**src/rtl/oc_pkg.sv**
```systemverilog
// Shared definitions for the output compare channel.
// Assumes a 3-bit mode code; codes above the PWM code are treated as off.
package oc_pkg;

    localparam int MODE_W = 3;

    typedef enum logic [MODE_W-1:0] {
        OCM_OFF    = 3'd0,
        OCM_SET_HI = 3'd1,
        OCM_SET_LO = 3'd2,
        OCM_TOGGLE = 3'd3,
        OCM_PWM    = 3'd4
    } ocm_e;

    // True when the code selects one of the running modes.
    function automatic logic ocm_running(input logic [MODE_W-1:0] m);
        return (m >= 3'd1) && (m <= 3'd4);
    endfunction

endpackage

```
**src/rtl/oc_duty_buf.sv**
```systemverilog
// Double-buffered duty register.
// Software writes land in the staging register; the active register is
// loaded from staging only on the period-match pulse, using the value held
// before any write in the same cycle.
module oc_duty_buf #(
    parameter int TMR_W = 16
) (
    input  logic             clk,
    input  logic             rst_n,
    input  logic             wr_en,
    input  logic [TMR_W-1:0] wr_data,
    input  logic             period_match,
    output logic [TMR_W-1:0] duty_stage,
    output logic [TMR_W-1:0] duty_active
);

    // Staging register: capture software writes.
    always_ff @(posedge clk) begin
        if (!rst_n)
            duty_stage <= '0;
        else if (wr_en)
            duty_stage <= wr_data;
    end

    // Active register: transfer from staging at each period boundary.
    always_ff @(posedge clk) begin
        if (!rst_n)
            duty_active <= '0;
        else if (period_match)
            duty_active <= duty_stage;
    end

endmodule

```
**src/rtl/oc_match.sv**
```systemverilog
// Comparators for the primary compare and the PWM duty compare.
// The duty hit fires on the count before the duty value, so the registered
// output falls exactly when the timer reaches the duty value.
// A zero duty never hits.
module oc_match #(
    parameter int TMR_W = 16
) (
    input  logic [TMR_W-1:0] timer_val,
    input  logic [TMR_W-1:0] cmp_val,
    input  logic [TMR_W-1:0] duty_active,
    output logic             hit_pri,
    output logic             hit_duty
);

    localparam int EXT_W = TMR_W + 1;

    logic [EXT_W-1:0] next_count;
    logic [EXT_W-1:0] duty_ext;

    // Widen by one bit so the increment cannot wrap.
    always_comb begin
        next_count = {1'b0, timer_val} + EXT_W'(1);
        duty_ext   = {1'b0, duty_active};
    end

    // Compare results.
    always_comb begin
        hit_pri  = (timer_val == cmp_val);
        hit_duty = (duty_active != '0) && (next_count == duty_ext);
    end

endmodule

```
**src/rtl/oc_level_ctl.sv**
```systemverilog
// Output level control for all modes.
// On the first cycle out of the off state, the level already shown on the
// pin (the port level) is the base for the next state, so enabling never
// forces the pin low before a match. In PWM mode the period start wins over
// a duty hit in the same cycle.
module oc_level_ctl
    import oc_pkg::*;
(
    input  logic              clk,
    input  logic              rst_n,
    input  logic [MODE_W-1:0] mode,
    input  logic              port_level,
    input  logic              period_match,
    input  logic              hit_pri,
    input  logic              hit_duty,
    input  logic              stage_nonzero,
    output logic              pin_out,
    output logic              cmp_event
);

    logic oc_q;
    logic fired_q;
    logic was_off_q;
    logic run_now;
    logic base_lvl;
    logic oc_d;
    logic fired_d;
    logic evt_d;

    // Decode whether the channel runs this cycle.
    always_comb begin
        run_now  = ocm_running(mode);
        base_lvl = was_off_q ? port_level : oc_q;
    end

    // Next level, single-shot flag and event for the current mode.
    always_comb begin
        oc_d    = base_lvl;
        fired_d = fired_q;
        evt_d   = 1'b0;
        if (!run_now) begin
            oc_d    = 1'b0;
            fired_d = 1'b0;
        end else begin
            unique case (ocm_e'(mode))
                OCM_SET_HI: if (hit_pri && !fired_q) begin
                    oc_d    = 1'b1;
                    fired_d = 1'b1;
                    evt_d   = 1'b1;
                end
                OCM_SET_LO: if (hit_pri && !fired_q) begin
                    oc_d    = 1'b0;
                    fired_d = 1'b1;
                    evt_d   = 1'b1;
                end
                OCM_TOGGLE: if (hit_pri) begin
                    oc_d  = ~base_lvl;
                    evt_d = 1'b1;
                end
                OCM_PWM: begin
                    if (period_match) begin
                        oc_d = stage_nonzero;
                    end else if (hit_duty) begin
                        oc_d  = 1'b0;
                        evt_d = 1'b1;
                    end
                end
                default: oc_d = 1'b0;
            endcase
        end
    end

    // State registers.
    always_ff @(posedge clk) begin
        if (!rst_n) begin
            oc_q      <= 1'b0;
            fired_q   <= 1'b0;
            was_off_q <= 1'b1;
            cmp_event <= 1'b0;
        end else begin
            oc_q      <= oc_d;
            fired_q   <= fired_d;
            was_off_q <= !run_now;
            cmp_event <= evt_d;
        end
    end

    // Pin mux: port level while off or on the takeover cycle.
    always_comb begin
        pin_out = (!run_now || was_off_q) ? port_level : oc_q;
    end

endmodule

```
**src/rtl/oc_pwm_channel.sv**
```systemverilog
// Top of the output compare channel.
// Assumes an external timer counting 0..N-1 with period_match high on N-1.
module oc_pwm_channel
    import oc_pkg::*;
#(
    parameter int TMR_W = 16
) (
    input  logic              clk,
    input  logic              rst_n,
    input  logic [TMR_W-1:0]  timer_val,
    input  logic              period_match,
    input  logic [TMR_W-1:0]  cmp_val,
    input  logic              duty_wr_en,
    input  logic [TMR_W-1:0]  duty_wr_data,
    input  logic [MODE_W-1:0] mode,
    input  logic              port_level,
    output logic              pin_out,
    output logic              cmp_event
);

    logic [TMR_W-1:0] duty_stage;
    logic [TMR_W-1:0] duty_active;
    logic             hit_pri;
    logic             hit_duty;
    logic             stage_nonzero;

    // Staging-register status for the period start.
    always_comb stage_nonzero = (duty_stage != '0);

    oc_duty_buf #(.TMR_W(TMR_W)) u_duty (
        .clk          (clk),
        .rst_n        (rst_n),
        .wr_en        (duty_wr_en),
        .wr_data      (duty_wr_data),
        .period_match (period_match),
        .duty_stage   (duty_stage),
        .duty_active  (duty_active)
    );

    oc_match #(.TMR_W(TMR_W)) u_match (
        .timer_val   (timer_val),
        .cmp_val     (cmp_val),
        .duty_active (duty_active),
        .hit_pri     (hit_pri),
        .hit_duty    (hit_duty)
    );

    oc_level_ctl u_level (
        .clk           (clk),
        .rst_n         (rst_n),
        .mode          (mode),
        .port_level    (port_level),
        .period_match  (period_match),
        .hit_pri       (hit_pri),
        .hit_duty      (hit_duty),
        .stage_nonzero (stage_nonzero),
        .pin_out       (pin_out),
        .cmp_event     (cmp_event)
    );

endmodule

```
**config.mk**
```make
export PLATFORM = sky130hd
export DESIGN_NAME = oc_pwm_channel
export DESIGN_NICKNAME = d
export VERILOG_FILES = /design/src/rtl/oc_pkg.sv /design/src/rtl/oc_duty_buf.sv /design/src/rtl/oc_match.sv /design/src/rtl/oc_level_ctl.sv /design/src/rtl/oc_pwm_channel.sv
export SDC_FILE = /design/constraint.sdc
export NUM_CORES = 1
export LEC_CHECK = 0
export CAP_MARGIN = 20
export CORE_AREA = 2 2 101 74
export DETAILED_ROUTE_END_ITERATION = 8
export DIE_AREA = 0 0 103 76
export GPL_TIMING_DRIVEN = 0
export PLACE_DENSITY = 0.66
export SKIP_CTS_REPAIR_TIMING = 1
export SYNTH_ARGS = -nofsm -noshare
export SYNTH_HDL_FRONTEND = slang
export SYNTH_SLANG_ARGS = --single-unit
```
**constraint.sdc**
```tcl
create_clock -name clk -period 4.1 [get_ports clk]
set_clock_uncertainty 0.15 [all_clocks]
set_input_delay 0.615 -clock clk [delete_from_list [all_inputs] [get_ports clk]]
set_output_delay 0.615 -clock clk [all_outputs]
set_load 0.01 [all_outputs]
```
# Word-level counts from Yosys, hierarchy flattened
# Cells that the tools add are included.
# W data, S select, Z words.
[classes]
add_sub_neg = 1
n_lt_le_gt_ge = 2
n_eq_ne = 6
mux = 13
bitwise_logic = 1
n_reduce_logical = 11
[op_table]
columns = ["cell", "count"]
rows = [
  ["$reduce_bool A16 Y1", 2],
  ["$add A16 B1 Y17 const B", 1],
  ["$eq A17 B16 Y1", 1],
  ["$eq A16 B16 Y1", 1],
  ["$mux W1", 11],
  ["$eq A3 B2 Y1 const B", 2],
  ["$pmux W1 S4", 1],
  ["$reduce_and A2 Y1", 2],
  ["$eq A3 B1 Y1 const B", 1],
  ["$eq A3 B3 Y1 const B", 1],
  ["$ge A3 B1 Y1 const B", 1],
  ["$le A3 B3 Y1 const B", 1],
  ["$logic_and A1 B1 Y1", 3],
  ["$pmux W1 S3", 1],
  ["$logic_not A1 Y1", 2],
  ["$reduce_or A2 Y1", 1],
  ["$logic_or A1 B1 Y1", 1],
  ["$not A1 Y1", 1],
]
[word_totals]
register_bits = 36
inputBits = 56
out_inout_bits = 2
elab_cells = 40

# Depth between registers and ports, before layout
[logic_depth]
depth_word = 6
depth_mapped = 9
mapped_depth_nobuf = 8

# By module
# Synthesis repeated with hierarchy kept, for this count alone.
[unflattened]
hier_cells = 242
hier_area_um2 = 2273.4
[by_module_without_submodules]
columns = ["mod", "instances", "cells_each", "area_each_um2", "seq_area_each_um2"]
rows = [
  ["oc_duty_buf", 1, 103, 1234.9, 640.6],
  ["oc_match", 1, 105, 739.5, 0.0],
  ["oc_level_ctl", 1, 29, 267.8, 80.1],
  ["oc_pwm_channel", 1, 5, 31.3, 0.0],
]

# Worst setup path after synthesis
# OpenSTA, ideal clock, no wires.
[synth_path]
path_type = "input port to output port"
start = "in mode[1]"
end = "out pin_out"
t_arrival_ps = 1629
required_time_ps = 3335
path_slack_ps = 1706
stages = 5
n_path_buf = 1
path_cell_list = "clkbuf_1 > nor2_1 > xnor2_1 > nor2b_1 > mux2_2"
[synth_between]
elab_chain_cells = 5
elab_cells_between_ends = 6
[synth_lines]
columns = ["element", "line_no", "rtl"]
rows = [
  ["start: declaration", "oc_pwm_channel.sv:15", "input logic [MODE_W-1:0] mode,"],
  ["$ge A3 B1 Y1 or $le A3 B3 Y1 (tied branches)", "oc_pkg.sv:17", "return (m >= 3'd1) && (m <= 3'd4);"],
  ["$logic_and A1 B1 Y1 (*)", "oc_pkg.sv:17", ""],
  ["$logic_not A1 Y1 (*)", "-", ""],
  ["$logic_or A1 B1 Y1 (*)", "oc_level_ctl.sv:90", "pin_out = (!run_now || was_off_q) ? port_level : oc_q;"],
  ["$mux W1 (*)", "oc_level_ctl.sv:90", ""],
  ["end: declaration", "oc_pwm_channel.sv:17", "output logic pin_out,"],
]
# Every way passes the cells marked *; elsewhere a longest branch is shown, timed or not.

# Worst setup path after layout
[layout_path]
start = "in mode[0]"
end = "out pin_out"
# The elaborated chain is that of the path after synthesis.

==> impl_metrics.json <==
{
  "die_h_um": 76,
  "cp_max_fo": 6,
  "synthTopCellsByArea": "dfxtp_1 (31%), mux2i_1 (15%), nor2b_1 (9.7%)",
  "antenna_found_initial": 0,
  "hp-class": "reg2reg",
  "totalWireLength_um": 5860,
  "setup_ws_ns": 0.788,
  "status": "finished clean",
  "grt_pass1_wl_um": 9050,
  "fin_crit_ns": 3.31,
  "cts_num_sinks": 36,
  "io-pin-count": 58,
  "core.rowCount": 26,
  "relSlewSlack_pct": 53.6,
  "synthFlopType": "dfxtp_1",
  "p_seq_share_pct": 46.2,
  "setup_violations": 0,
  "min_period_over_period_pct": 80.8,
  "syn_inst": 250,
  "synth_top_area_cell": "dfxtp_1",
  "port_buffers": 49,
  "switchingPower_uw": 239,
  "p_leak_nw": 1.10,
  "layout-drive-gt1-share_pct": 7.82,
  "gp_congestion": 0.876,
  "wl_met1_um": 3110,
  "first_iter_violations": 82,
  "dieArea_sq_mm": 0.00783,
  "syn_area_sq_mm": 0.00231,
  "rsz0062_at_grt": "no",
  "vias": 2013,
  "cts_root_buf": "clkbuf_8",
  "cts_tree": "done",
  "avgSynthCellArea_sq_um": 9.26,
  "hold_viol": 0,
  "tightest_slew_ns": 0.697,
  "startpoint": "mode[0]",
  "pre_cts_ws_ns": 0.806,
  "maxUsedRoutingLayer": "met4",
  "wl_met2_um": 2210,
  "worstSetupEndpointType": "primary output",
  "grt_max_degree": 14,
  "dp_hpwl_um": 4610,
  "firstDrtPassIters": 4,
  "power_frac_clock_pct": 31.5,
  "avgRoutedWirePerCell_um": 14.5,
  "antennaDiodeCount": 0,
  "overflow": 0,
  "via_per_inst": 4.97,
  "maxCapViolations": 0,
  "required_ns": 3.34,
  "synth_seq_cells": 36,
  "insertion_delay_ns": 0.30,
  "clockBufferDepth": 2,
  "core_area_sq_mm": 0.00696,
  "nNetsFinal": 363,
  "fp.dieW_um": 103,
  "drc": 0,
  "worstSetupPathType": "in2out",
  "holdCritStartpoint": "u_level.fired_q",
  "power_density_mw_per_mm2": 274,
  "slew_violations": 0,
  "clkTransAtPathRegs_ns": 0.08,
  "grt_pass1_vias": 1874,
  "r2r-start": "u_duty.duty_stage[12]",
  "start_util_pct": 33.2,
  "synthToLayoutAreaGrowth_pct": 30.5,
  "grt.total_usage_pct": 14.8,
  "p_int_uw": 588,
  "wl_met3_um": 469,
  "ir_worst_vdd_mv": 0.162,
  "tns_ns": 0,
  "syn_nets": 307,
  "power_uw": 827,
  "switching_share_pct": 28.9,
  "cp-start-kind": "input port",
  "cp.arrival_ns": 2.55,
  "synthTopCellsByCount": "dfxtp_1 (36), nor2b_1 (36), mux2i_1 (34)",
  "ys_seq_area_share_pct": 31.1,
  "yosysWarningCount": 0,
  "async_reset_ff_share_pct": 0,
  "fmax_mhz": 302,
  "ctsHtreeMaxLevel": 2,
  "synth_edf_count": 0,
  "detail-route-antenna-nets": 0,
  "cts_buffers": 5,
  "p_comb_share_pct": 22.3,
  "synth_top_area_share_pct": 31.1,
  "synth_cell_types": 41
}
[power by group through the flow]
stage / clock network, mW / logic, mW / registers [mW]
CTS: 0.272 / 0.185 / 0.382
floorplan: 0 / 0.106 / 0.384
global route: 0.281 / 0.201 / 0.384
detailed placement: 0 / 0.184 / 0.390
finish: 0.261 / 0.184 / 0.382
global placement: 0 / 0.181 / 0.389
[final cells by class]
class	instances	area [sq um]
tap	98	123
sequential	36	721
multi-input combinational	200	1530
clock inverter	3	23.8
buffer	14	61.3
fill	713	3940
clock buffer	5	68.8
timing repair buffer	49	490
[state kept, by name, summed over array words and instances, names as in the netlist]
name                flops
u_duty.duty_stage      16
u_level.oc_q            1
u_level.cmp_event       1
u_level.fired_q         1
u_level.was_off_q       1
u_duty.duty_active     16
[worst max-delay path, stage by stage]
cell             delay [ns]
clkdlybuf4s50_1        0.51
nor2_1                 0.26
xnor2_1                0.17
nor2b_1                0.17
mux2_2                 0.34
clkdlybuf4s50_1        0.47
[metrics by stage]
step	hold WS, ns	utilization (%)	area [sq um]	instances
floorplan	0.325	-	2310	250
global placement	0.358	42.1	2930	397
detailed placement	0.362	42.1	2930	397
CTS	0.381	43.4	3020	405
global route	0.412	43.4	3020	405
finish	0.382	43.4	3020	405
[per-layer routing]
| layer | vias up | global-route usage (%) |
|---|---|---|
| met4 | 0 | 3.55 |
| li1 | 1021 | - |
| met1 | 915 | 22.4 |
| met3 | 5 | 4.13 |
| met5 | - | 0 |
| met2 | 72 | 20.5 |
[worst paths after layout]
path | end | slack [ns] | cells after the start
hold / removal | u_level.fired_q | 0.38 | 2
setup / recovery | pin_out | 0.79 | 6
hold reg to reg | u_level.fired_q | 0.38 | 2
setup reg to reg | u_level.oc_q | 2.19 | 6
[kinds of logic after synthesis]
group,after synthesis,share of synthesized area [%]
AND/OR/NAND/NOR,102,28.8
adder cells (fa/ha/maj),1,0.540
buffers and inverters,14,2.65
XOR/XNOR,38,14.4
flip-flops,36,31.1
AO/OA/AOI/OAI,23,6.81
multiplexers,36,15.7
[placed cells by master (no fill, tap or decap), types with 2 or more instances in the layout]
master / count
a211oi_1: 2
a21oi_1: 5
a31oi_1: 2
and3_1: 3
and4_1: 2
buf_2: 4
clkbuf_1: 9
clkbuf_8: 5
clkdlybuf4s50_1: 49
clkinvlp_4: 2
dfxtp_1: 36
mux2_2: 2
mux2i_1: 34
nand2_1: 5
nand3_1: 9
nand4_1: 9
nand4_4: 2
nand4b_1: 2
nor2_1: 10
nor2b_1: 36
nor3_1: 3
nor3_2: 2
nor4_1: 13
o21ai_0: 4
xnor2_1: 17
xor2_1: 21
(Power assumes the default switching activity.)
